$ cat src/rtl/irq_stat_pkg.sv
package irq_stat_pkg;
  localparam int STAT_W   = 16;
  localparam int EVT_N    = 10;
  localparam int EVT_LSB  = 5;
  localparam int FLAG_BIT = 15;
  localparam int IEN_BIT  = 6;
  localparam int RST_BIT  = 7;
  localparam int PSV_BIT  = 8;
  localparam int RING_IDX = 9;
  localparam int LOW_MASKS = 6;   // events below this index use control bit = index
  localparam int MASK_SKIP = 3;   // the rest skip control bits 6..8

  function automatic logic [EVT_N-1:0] mask_of(input logic [STAT_W-1:0] gcr);
    logic [EVT_N-1:0] m;
    for (int i = 0; i < EVT_N; i++) begin
      m[i] = (i < LOW_MASKS) ? gcr[i] : gcr[i + MASK_SKIP];
    end
    return m;
  endfunction
endpackage

$ cat src/rtl/irq_rst_sync.sv
module irq_rst_sync (
  input  logic clk,
  input  logic rst_n,
  output logic rst_sync_n
);
  logic [1:0] sync_q;

  always_ff @(posedge clk or negedge rst_n) begin
    if (!rst_n) sync_q <= 2'b00;
    else        sync_q <= {sync_q[0], 1'b1};
  end

  assign rst_sync_n = sync_q[1];
endmodule

$ cat src/rtl/irq_evt_track.sv
module irq_evt_track #(
  parameter int N        = 10,
  parameter int KEEP_IDX = 9
) (
  input  logic         clk,
  input  logic         rst_n,
  input  logic [N-1:0] evt,
  input  logic         hold,
  output logic [N-1:0] stat_q,
  output logic [N-1:0] rise
);
  logic [N-1:0] gated;
  logic [N-1:0] stat_d;

  // events other than the kept one are forced low during hold
  for (genvar g = 0; g < N; g++) begin : g_gate
    if (g == KEEP_IDX) begin : g_keep
      assign gated[g] = evt[g];
    end else begin : g_hold
      assign gated[g] = evt[g] & ~hold;
    end
  end

  always_comb begin
    stat_d = gated;
    rise   = gated & ~stat_q;
  end

  always_ff @(posedge clk or negedge rst_n) begin
    if (!rst_n) stat_q <= '0;
    else        stat_q <= stat_d;
  end
endmodule

$ cat src/rtl/irq_flag_ctrl.sv
module irq_flag_ctrl #(
  parameter int N = 10
) (
  input  logic         clk,
  input  logic         rst_n,
  input  logic [N-1:0] rise,
  input  logic [N-1:0] mask,
  input  logic         clr,
  output logic         set_o,
  output logic         flag_q
);
  logic flag_d;
  logic flag_en;

  always_comb begin
    set_o   = |(rise & mask);
    flag_en = set_o | clr;
    flag_d  = set_o;   // set has priority; otherwise a clear drives 0
  end

  always_ff @(posedge clk or negedge rst_n) begin
    if (!rst_n)       flag_q <= 1'b0;
    else if (flag_en) flag_q <= flag_d;
  end
endmodule

$ cat src/rtl/irq_status_ctrl.sv
module irq_status_ctrl
  import irq_stat_pkg::*;
#(
  parameter int SW  = STAT_W,
  parameter int EN  = EVT_N,
  parameter int LSB = EVT_LSB
) (
  input  logic          clk,
  input  logic          rst_n,
  input  logic [EN-1:0] evt_i,
  input  logic [SW-1:0] gcr_i,
  input  logic          stat_rd_i,
  input  logic          gen_rst_i,
  output logic [SW-1:0] status_o,
  output logic          irqn_o
);
  localparam int PAD = SW - EN - 1;

  logic          rst_q;
  logic          hold;
  logic          clr;
  logic          set_w;
  logic          flag_q;
  logic [EN-1:0] stat_q;
  logic [EN-1:0] rise;
  logic [EN-1:0] mask;

  irq_rst_sync u_rst (
    .clk        (clk),
    .rst_n      (rst_n),
    .rst_sync_n (rst_q)
  );

  always_comb begin
    hold = gcr_i[RST_BIT] | gcr_i[PSV_BIT];
    clr  = stat_rd_i | gen_rst_i | hold;
    mask = mask_of(gcr_i);
  end

  irq_evt_track #(.N(EN), .KEEP_IDX(RING_IDX)) u_evt (
    .clk    (clk),
    .rst_n  (rst_q),
    .evt    (evt_i),
    .hold   (hold),
    .stat_q (stat_q),
    .rise   (rise)
  );

  irq_flag_ctrl #(.N(EN)) u_flag (
    .clk    (clk),
    .rst_n  (rst_q),
    .rise   (rise),
    .mask   (mask),
    .clr    (clr),
    .set_o  (set_w),
    .flag_q (flag_q)
  );

  assign status_o = {flag_q, stat_q, {PAD{1'b0}}};
  assign irqn_o   = ~(flag_q & gcr_i[IEN_BIT]);
endmodule

$ cat config.mk
export PLATFORM = sky130hd
export DESIGN_NAME = irq_status_ctrl
export DESIGN_NICKNAME = d
export VERILOG_FILES = /design/src/rtl/irq_stat_pkg.sv /design/src/rtl/irq_rst_sync.sv /design/src/rtl/irq_evt_track.sv /design/src/rtl/irq_flag_ctrl.sv /design/src/rtl/irq_status_ctrl.sv
export SDC_FILE = /design/constraint.sdc
export NUM_CORES = 1
export LEC_CHECK = 0
export ABC_CLOCK_PERIOD_IN_PS = 800
export CORE_AREA = 3 3 40 42
export DETAILED_ROUTE_END_ITERATION = 6
export DIE_AREA = 0 0 43 45
export DONT_BUFFER_PORTS = 1
export GPL_ROUTABILITY_DRIVEN = 0
export PLACE_DENSITY = 0.59
export REMOVE_ABC_BUFFERS = 1
export SLEW_MARGIN = 20
export SYNTH_ARGS = -nofsm -noshare
export SYNTH_HDL_FRONTEND = slang
export SYNTH_SLANG_ARGS = --single-unit
$ cat constraint.sdc
create_clock -name clk -period 0.8 [get_ports clk]
set_clock_uncertainty 0.05 [all_clocks]
set_input_delay 0.16 -clock clk [delete_from_list [all_inputs] [get_ports clk]]
set_output_delay 0.16 -clock clk [all_outputs]
set_load 0.03 [all_outputs]
==> results_tabular.tex, run 1 <==
\begin{tabular}{lr}
\hline
Metric & Value \\
\hline
\multicolumn{2}{l}{\textbf{Status}} \\
Run status & finished, violations left \\
Violated checks & setup timing \\
\multicolumn{2}{l}{\textbf{Cells and area}} \\
Utilization after layout & 64.9\% \\
Relative area change from synthesis to final layout & 49.6\% \\
Antenna diode count & 0 \\
Fillcell total & 98 \\
Layout cell share with drive strength beyond 1 & 25.7\% \\
Count of nets after finishing & 105 \\
\multicolumn{2}{l}{\textbf{Pwr}} \\
Power per cell area & 1630 mW/mm2 \\
P\_leak & 0.398 nW \\
IR drop worst, VDD & 0.00126 V \\
Power consumption & 1.36 mW \\
\multicolumn{2}{l}{\textbf{GRT}} \\
Initial antenna violation count & 0 \\
Vias in the first global route & 522 \\
First-pass GRT wire length & 2250 um \\
Pin count of the biggest net entering global routing & 12 \\
Remaining Overflow, GRT & 0 \\
Global Route Usage Sum & 15.8\% \\
\multicolumn{2}{l}{\textbf{Synth}} \\
Cell type contributing the most total cell area after synthesis & dfrtp\_1 \\
Number of instances in the synthesized netlist & 48 \\
Ys async rst share & 100\% \\
Sequential-to-total area share from yosys stat & 58.3\% \\
Number of synthesized register bits & 13 \\
Synth top cells by count & dfrtp\_1 (13), nand3b\_1 (10), and2\_1 (9) \\
Number of synthesis warnings & 0 \\
Top-area cell type share of the netlist area & 58.3\% \\
Top FF cell, synth & dfrtp\_1 \\
Number of distinct library cells after synthesis & 12 \\
Most common cell in the synthesized netlist & dfrtp\_1 \\
Post-Synthesis Cell Area & 558 um2 \\
Number of enable-type register cells in the synthesized netlist & 0 \\
Main area contributors after synthesis & dfrtp\_1 (58\%), nand3b\_1 (13\%), and2\_1 (10\%) \\
Mean Syn Cell Area & 11.6 um2 \\
\multicolumn{2}{l}{\textbf{STA}} \\
RSZ-0062 raised after global routing & true \\
Final setup violation count & 13 \\
FMAX & 0.848 GHz \\
Slew Limit Fails & 0 \\
Crit share post-route & 147\% \\
Min setup slack post-route & -379 ps \\
Final-layout setup total negative slack & -2980 ps \\
Tmin final & 1180 ps \\
Count of final hold-check violations & 0 \\
\multicolumn{2}{l}{\textbf{Detailed routing}} \\
Post-detailed-routing wire length & 1260 um \\
Post-route ant nets & 0 \\
Total via count in the routed design & 433 \\
DRT iter0 DRCs & 6 \\
DRC Markers & 0 \\
Routed wire per std cell & 14.2 um \\
DR vias/cell & 4.87 \\
Number of search-and-repair iterations in the first detailed-routing pass & 4 \\
\multicolumn{2}{l}{\textbf{Clock network}} \\
Maximum clock path buffer count & 2 \\
Clock tree from TritonCTS & yes \\
Root buffer cell & clkbuf\_4 \\
H-tree depth reported by CTS & 1 \\
Buffers inserted during post-CTS setup optimization & 0 \\
TritonCTS sink count & 13 \\
CTS Buf Count & 3 \\
Latest clock arrival within the worst-skew pair & 270 ps \\
Clock transition at the registers of the reported paths & 80 ps \\
\multicolumn{2}{l}{\textbf{Worst setup path}} \\
Max FO, Critical Path & 2 \\
Element type at the critical path end & output pin \\
CP required & 590 ps \\
Endpoint arrival time on the critical path & 970 ps \\
Nature of the critical path startpoint & flop \\
Class of the most critical setup path & reg -> out \\
\multicolumn{2}{l}{\textbf{Floorplan}} \\
Area of the core region & 0.00128 mm2 \\
Cell row count & 13 \\
Die span in x & 43 um \\
Chip Height & 45 um \\
Starting utilization of the core area & 43.4\% \\
Overall die area & 0.00194 mm2 \\
Number of primary I/O pins & 47 \\
\multicolumn{2}{l}{\textbf{Flow run}} \\
Max-cap viol count & 0 \\
\multicolumn{2}{l}{\textbf{Min path}} \\
Class of the most critical hold timing path & in -> async \\
\multicolumn{2}{l}{\textbf{Placement}} \\
Number of buffers inserted by port buffering & 0 \\
Final HPWL from detailed placement & 949 um \\
\hline
\end{tabular}
[layer usage]
| metal | share of wire, % | up-vias | GRT usage [%] |
|---|---|---|---|
| met5 | 0 | - | 0 |
| met4 | 0.47 | 0 | 9.04 |
| met3 | 12 | 2 | 3.59 |
| met2 | 55 | 29 | 28.4 |
| met1 | 33 | 202 | 17.2 |
| li1 | - | 200 | - |
[cells in the final DEF, fill, tap and decap left out, types with 2 or more instances in the layout]
master         netlist  layout
nand4_1              2       2
clkbuf_4             0       3
dlygate4sd3_1        0      11
and2_1               9       9
conb_1               2       6
nand3b_1            10      10
dfrtp_1             13      13
buf_6                0      12
[critical path, cell delays in order (launching register included)]
cell     delay, ps
dfrtp_1        390
buf_6          150
nand2_4         50
buf_6          120
[through the flow]
stage	area (um2)	instances	hold WS (ps)	setup slack, ps
after floorplan	528	46	-186	-456
after global placement	644	74	-186	-321
after detailed placement	644	74	-186	-329
after CTS	830	89	53.5	-397
after global routing	835	89	56.8	-439
final	835	89	69.2	-379
[kinds of logic (layout without fill, tap and decap cells)]
kind of cell | count (synthesis) | in the layout | synth area share [%]
DFF | 13 | 13 | 58.3
AOI/OAI and AO/OA | 2 | 2 | 2.69
other | 2 | 6 | 1.35
and+or+nand+nor | 25 | 25 | 29.6
buffers and inverters | 6 | 28 | 8.07
[where the power goes]
part	switching, mW	leakage (nW)	internal, mW
Sequential	0.0264	0.169	0.686
Combinational	0.138	0.212	0.127
Clock	0.195	0.0177	0.185
Total	0.359	0.398	0.998
[worst paths after layout]
check	start	endpoint	slack, ps	cells past startpoint
worst max-delay path	u_flag.flag_q	irqn_o	-380	3
worst min-delay path	rst_n	u_rst.sync_q[0]	70	1
worst max register to register	u_evt.stat_q[3]	u_flag.flag_q	-310	3
worst min register to register	u_rst.sync_q[1]	u_evt.stat_q[9]	130	0
max in group asynchronous	u_rst.sync_q[1]	u_evt.stat_q[2]	280	0
min in group clk	gcr_i[7]	u_flag.flag_q	80	2
[final cells by class]
| type | count | area, um2 | area share, % |
|---|---|---|---|
| flip-flops and latches | 13 | 325 | 39.0 |
| repair buffers | 24 | 253 | 30.3 |
| clock inverters | 1 | 5.00 | 0.600 |
| multi-input cells | 33 | 210 | 25.2 |
| well taps | 15 | 18.8 | 2.25 |
| clock buffers | 3 | 22.5 | 2.70 |
[flip-flops by register name, indices dropped and copies added (netlist names)]
| name | cells |
|---|---|
| u_evt.stat_q | 10 |
| u_rst.sync_q | 2 |
| u_flag.flag_q | 1 |
[timing repair]
item,4_1_cts,5_1_grt
resized for setup,13,1
setup endpoints to repair,13,13
endpoints found under the hold margin,12,0
hold buffers,11,0
pin swaps,3,1
Note: power is estimated with default switching activity, not from simulation.
==> run 2, diff against run 1 <==
GPL_TIMING_DRIVEN = 0   (was default)
==> run 2 against run 1 <==
  * First-iteration DRC count decreased by 67%
  * Worst hold slack worse by 5.9 ps
  * Highest routed layer unchanged
  * The run still ends with setup timing left
  * Sequential power grew 8.0%
  * Final area shrank 16%
  * Largest cell class unchanged
==> results_tabular.tex, run 2 (synthesis results as in run 1) <==
\begin{tabular}{lr}
\hline
Metric & Value \\
\hline
\multicolumn{2}{l}{\textbf{Detailed routing}} \\
DRT iter0 DRCs & 2 (-4) \\
Post-route ant nets & 0 (unchanged) \\
DRC Markers & 0 (unchanged) \\
Routed wire per std cell & 16.0 um (+13\%) \\
Total via count in the routed design & 389 (-10\%) \\
DR vias/cell & 5.12 (+5.2\%) \\
Number of search-and-repair iterations in the first detailed-routing pass & 3 (-1) \\
Post-detailed-routing wire length & 1220 um (-3.7\%) \\
\multicolumn{2}{l}{\textbf{Floorplan}} \\
Overall die area & 0.00194 mm2 (unchanged) \\
Cell row count & 13 (unchanged) \\
Area of the core region & 0.00128 mm2 (unchanged) \\
Chip Height & 45 um (unchanged) \\
Number of primary I/O pins & 47 (unchanged) \\
Starting utilization of the core area & 43.4\% (unchanged) \\
Die span in x & 43 um (unchanged) \\
\multicolumn{2}{l}{\textbf{Worst setup path}} \\
Longest individual stage delay on the worst path & 490 ps (+100 ps) \\
Crit path max-delay family & flip-flops \\
Worst reg2reg startpoint & u\_flag.flag\_q \\
Endpoint arrival time on the critical path & 1340 ps (+370 ps) \\
Nature of the critical path startpoint & flop \\
Critical path startpoint & u\_flag.flag\_q \\
Critical-path cell with the highest stage delay & dfrtp\_2 \\
Element type at the critical path end & flop \\
Worst path buffer plus inverter count & 0 (-2) \\
Class of the most critical setup path & reg -> reg \\
List of cells traversed by the critical path & or3b\_1 > nand4\_1 > o31a\_2 \\
CP required & 910 ps (+320 ps) \\
Max FO, Critical Path & 3 (+1) \\
\multicolumn{2}{l}{\textbf{GRT}} \\
Remaining Overflow, GRT & 0 (unchanged) \\
Initial antenna violation count & 0 (unchanged) \\
First-pass GRT wire length & 1900 um (-15\%) \\
Vias in the first global route & 449 (-14\%) \\
Pin count of the biggest net entering global routing & 12 (unchanged) \\
Global Route Usage Sum & 13.7\% (-2.2 points) \\
\multicolumn{2}{l}{\textbf{Status}} \\
Run status & finished, violations left \\
Violated checks & setup timing \\
\multicolumn{2}{l}{\textbf{STA}} \\
Tmin final & 1230 ps (+47.9 ps) \\
Crit share post-route & 153\% (+6.0 points) \\
Slew Limit Fails & 0 (unchanged) \\
Final setup violation count & 13 (unchanged) \\
RSZ-0062 raised after global routing & true \\
Min setup slack post-route & -427 ps (-47.9 ps) \\
Count of final hold-check violations & 0 (unchanged) \\
FMAX & 0.815 GHz (-3.9\%) \\
\multicolumn{2}{l}{\textbf{Placement}} \\
Number of buffers inserted by port buffering & 0 (unchanged) \\
Post-place setup slack & -540 ps (-211 ps) \\
Final HPWL from detailed placement & 963 um (+1.5\%) \\
\multicolumn{2}{l}{\textbf{Clock network}} \\
Clock transition at the registers of the reported paths & 80 ps (about the same) \\
Root buffer cell & clkbuf\_4 \\
Clock tree from TritonCTS & yes \\
H-tree depth reported by CTS & 1 (unchanged) \\
Buffers inserted during post-CTS setup optimization & 0 (unchanged) \\
Maximum clock path buffer count & 2 (unchanged) \\
CTS Buf Count & 3 (unchanged) \\
Latest clock arrival within the worst-skew pair & 270 ps (about the same) \\
TritonCTS sink count & 13 (unchanged) \\
\multicolumn{2}{l}{\textbf{Cells and area}} \\
Antenna diode count & 0 (unchanged) \\
Highest-count cells in the layout ignoring fill and taps & dlygate4sd3\_1 (11), dfrtp\_2 (11), nand3b\_1 (10) \\
Largest registers & u\_evt.stat\_q x10, u\_rst.sync\_q x2, u\_flag.flag\_q x1 \\
Register with the most flip-flops & u\_evt.stat\_q \\
Relative area change from synthesis to final layout & 25.6\% \\
Count of nets after finishing & 92 (-12\%) \\
Utilization after layout & 54.5\% (-10 points) \\
Flip-flop count of the largest register, all copies and words added & 10 (unchanged) \\
Layout cell share with drive strength beyond 1 & 27.9\% (+2.2 points) \\
\multicolumn{2}{l}{\textbf{Pwr}} \\
Power per cell area & 1850 mW/mm2 (+14\%) \\
P\_leak & 0.298 nW (-25\%) \\
IR drop worst, VDD & 0.00121 V (-3.8\%) \\
\multicolumn{2}{l}{\textbf{Min path}} \\
Hold Crit Start & gcr\_i[7] \\
Class of the most critical hold timing path & in -> reg \\
\multicolumn{2}{l}{\textbf{Flow run}} \\
Max-cap viol count & 0 (unchanged) \\
\hline
\end{tabular}
[run 2: changes by cell type in the layout (fill, tap and decap cells not counted), sizes merged]
| cell | delta |
|---|---|
| buf | -13 |
[run 2: report_power, final]
part / internal [mW] / switching (mW) / leakage, nW
clock network: 0.185 / 0.197 / 0.0177
registers: 0.691 / 0.0785 / 0.153
logic: 0.0719 / 0.0721 / 0.128
total: 0.947 / 0.348 / 0.298
[run 2: layout make-up]
cell class | count | area (um2)
clock buffer | 3 | 22.5
sequential | 13 | 339
tap | 15 | 18.8
fill | 125 | 584
timing repair buffer | 11 | 110
multi-input combinational | 33 | 205
clock inverter | 1 | 5.00
[run 2: per-stage QoR]
stage | total power, mW | TNS, ps | instance area, um2 | hold slack (ps) | cells
after floorplan | 0.858 | -623 | 528 | -186 | 46
after global placement | 0.874 | -787 | 547 | -186 | 61
after detailed placement | 0.879 | -1030 | 547 | -186 | 61
after CTS | 1.32 | -2670 | 701 | 56.8 | 76
after global routing | 1.36 | -2870 | 701 | 65.2 | 76
final | 1.29 | -2500 | 701 | 63.3 | 76
[run 2: worst paths after layout]
path / to / cells past startpoint / slack, ps
max reg2reg: u_flag.flag_q / 3 / -430
min: u_flag.flag_q / 2 / 60
max: u_flag.flag_q / 3 / -430
max in group asynchronous: u_evt.stat_q[2] / 0 / 240
min in group asynchronous: u_rst.sync_q[1] / 1 / 70
min reg2reg: u_flag.flag_q / 0 / 130
[run 2: repair_timing]
item | in CTS | in global routing
hold buffers | 11 | 0
endpoints found under the hold margin | 12 | 0
endpoints found under the setup margin | 13 | 13
gates resized for setup | 12 | 0
pin swaps | 2 | 0
[run 2: layer usage]
layer	track usage (%)	wire, um	vias to the layer above
met3	4.38	154	2
met4	7.23	9	0
met5	0	0	-
li1	-	-	176
met1	13.5	414	181
met2	25.4	638	30
==> run 3, diff against run 2 <==
PLACE_DENSITY = default   (was 0.59)
==> run 3 against run 2 <==
  * The flow still finishes with violations (setup timing)
  * Maximum frequency decreased by 0.28%
  * Routed wire length increased by 8.9%
  * Final area up 0.54%
  * Critical path type unchanged
  * Largest cell class unchanged
==> results_tabular.tex, run 3 (synthesis results as in run 1) <==
\begin{tabular}{lr}
\hline
Metric & Value \\
\hline
\multicolumn{2}{l}{\textbf{Detailed routing}} \\
Routed wire per std cell & 17.4 um (+8.9\%) \\
DRT iter0 DRCs & 12 (+10) \\
Post-route ant nets & 0 (unchanged) \\
DR vias/cell & 5.28 (+3.1\%) \\
Total via count in the routed design & 401 (+3.1\%) \\
Post-detailed-routing wire length & 1330 um (+8.9\%) \\
DRC Markers & 0 (unchanged) \\
Number of search-and-repair iterations in the first detailed-routing pass & 4 (+1) \\
\multicolumn{2}{l}{\textbf{Worst setup path}} \\
Critical path depth in cells & 3 (unchanged) \\
Class of the most critical setup path & reg -> reg \\
Nature of the critical path startpoint & flop \\
Max FO, Critical Path & 3 (unchanged) \\
Longest individual stage delay on the worst path & 500 ps (about the same) \\
CP required & 910 ps (about the same) \\
Depth of the most critical reg-to-reg path & 3 (unchanged) \\
List of cells traversed by the critical path & or3b\_1 > nand4\_1 > o31a\_2 \\
Worst path buffer plus inverter count & 0 (unchanged) \\
Endpoint arrival time on the critical path & 1340 ps (about the same) \\
Element type at the critical path end & flop \\
Critical-path cell with the highest stage delay & dfrtp\_2 \\
Crit path max-delay family & flip-flops \\
\multicolumn{2}{l}{\textbf{Min path}} \\
Class of the most critical hold timing path & in -> reg \\
Worst hold path stage count & 2 (unchanged) \\
\multicolumn{2}{l}{\textbf{GRT}} \\
Initial antenna violation count & 0 (unchanged) \\
First-pass GRT wire length & 1970 um (+3.3\%) \\
Vias in the first global route & 471 (+4.9\%) \\
Pin count of the biggest net entering global routing & 12 (unchanged) \\
Global Route Usage Sum & 14.8\% (+1.1 points) \\
Remaining Overflow, GRT & 0 (unchanged) \\
\multicolumn{2}{l}{\textbf{Clock network}} \\
TritonCTS sink count & 13 (unchanged) \\
Maximum clock path buffer count & 2 (unchanged) \\
CTS Buf Count & 3 (unchanged) \\
Clock tree from TritonCTS & yes \\
Root buffer cell & clkbuf\_4 \\
H-tree depth reported by CTS & 1 (unchanged) \\
Clock transition at the registers of the reported paths & 70 ps (about the same) \\
Latest clock arrival within the worst-skew pair & 280 ps (about the same) \\
\multicolumn{2}{l}{\textbf{Placement}} \\
Placed Area & 547 um2 (unchanged) \\
Number of buffers inserted by port buffering & 0 (unchanged) \\
Post-place setup slack & -518 ps (+21.7 ps) \\
Inst Count DP & 61 (unchanged) \\
Final HPWL from detailed placement & 912 um (-5.4\%) \\
\multicolumn{2}{l}{\textbf{Pwr}} \\
Power consumption & 1.32 mW (+2.1\%) \\
Power per cell area & 1880 mW/mm2 (+1.5\%) \\
IR drop worst, VDD & 0.00103 V (-15\%) \\
P\_leak & 0.302 nW (+1.1\%) \\
\multicolumn{2}{l}{\textbf{Floorplan}} \\
Area of the core region & 0.00128 mm2 (unchanged) \\
Number of primary I/O pins & 47 (unchanged) \\
Die span in x & 43 um (unchanged) \\
Overall die area & 0.00194 mm2 (unchanged) \\
Chip Height & 45 um (unchanged) \\
Cell row count & 13 (unchanged) \\
Starting utilization of the core area & 43.4\% (unchanged) \\
\multicolumn{2}{l}{\textbf{STA}} \\
Final setup violation count & 13 (unchanged) \\
FMAX & 0.812 GHz (-0.28\%) \\
Slew Limit Fails & 0 (unchanged) \\
Min setup slack post-route & -431 ps (-3.42 ps) \\
RSZ-0062 raised after global routing & true \\
Tmin final & 1230 ps (+3.42 ps) \\
Crit share post-route & 154\% (+0.43 points) \\
Count of final hold-check violations & 0 (unchanged) \\
\multicolumn{2}{l}{\textbf{Cells and area}} \\
Relative area change from synthesis to final layout & 26.2\% \\
Layout cell share with drive strength beyond 1 & 26.2\% (-1.6 points) \\
Fillcell total & 109 (-13\%) \\
Design area & 704 um2 (+0.54\%) \\
Count of nets after finishing & 92 (unchanged) \\
Flip-flop count of the largest register, all copies and words added & 10 (unchanged) \\
Register with the most flip-flops & u\_evt.stat\_q \\
Highest-count cells in the layout ignoring fill and taps & dlygate4sd3\_1 (11), dfrtp\_2 (11), nand3b\_1 (10) \\
Largest registers & u\_evt.stat\_q x10, u\_rst.sync\_q x2, u\_flag.flag\_q x1 \\
Number of standard cells in the layout, taps in and fillers out & 76 (unchanged) \\
Antenna diode count & 0 (unchanged) \\
\multicolumn{2}{l}{\textbf{Status}} \\
Run status & finished, violations left \\
Violated checks & setup timing \\
\multicolumn{2}{l}{\textbf{Flow run}} \\
Max-cap viol count & 0 (unchanged) \\
\hline
\end{tabular}
[run 3: per-layer routing]
metal	share of wire (%)	global-route usage [%]
met1	33	13.3
met2	56	29.0
met3	9.7	5.18
met4	0.91	7.23
met5	0	0
[run 3: cell type report]
cell class | count | area [um2] | share of cell area [%]
flip-flops and latches | 13 | 339 | 48.1
multi-input cells | 33 | 210 | 29.8
repair buffers | 11 | 110 | 15.6
clock buffers | 4 | 26.3 | 3.73
well taps | 15 | 18.8 | 2.66
[run 3: path summary, 6_finish.rpt]
check	start	endpoint	slack (ps)
max	u_flag.flag_q	u_flag.flag_q	-430
min	gcr_i[7]	u_flag.flag_q	50
max reg2reg	u_flag.flag_q	u_flag.flag_q	-430
min reg2reg	u_rst.sync_q[1]	u_evt.stat_q[4]	110
max in group asynchronous	u_rst.sync_q[1]	u_evt.stat_q[7]	260
min in group asynchronous	rst_n	u_rst.sync_q[0]	60
[run 3: timing repair]
action	CTS	global route
setup endpoints to repair	13	13
buffers inserted	0	0
gates resized for setup	12	1
pin swaps	2	1
hold buffers	11	0
endpoints found under the hold margin	12	0
[run 3: power breakdown]
| group | leakage, nW | switching [mW] | total (mW) | internal [mW] |
|---|---|---|---|---|
| Sequential | 0.153 | 0.0807 | 0.771 | 0.691 |
| Combinational | 0.134 | 0.0738 | 0.147 | 0.0729 |
| Clock | 0.0150 | 0.210 | 0.404 | 0.193 |
[run 3: worst register-to-register path, cell delays in order, from the launching register on]
cell     delay (ps)
dfrtp_2         500
or3b_1          200
nand4_1          90
o31a_2          290
[run 3: through the flow]
step / setup TNS [ps] / hold slack, ps / util [%]
after floorplan: -623 / -186 / -
after global placement: -798 / -186 / 42.6
after detailed placement: -1320 / -186 / 42.6
after CTS: -2670 / 41.1 / 54.4
after global routing: -3020 / 24.5 / 54.8
final: -2600 / 46.0 / 54.8
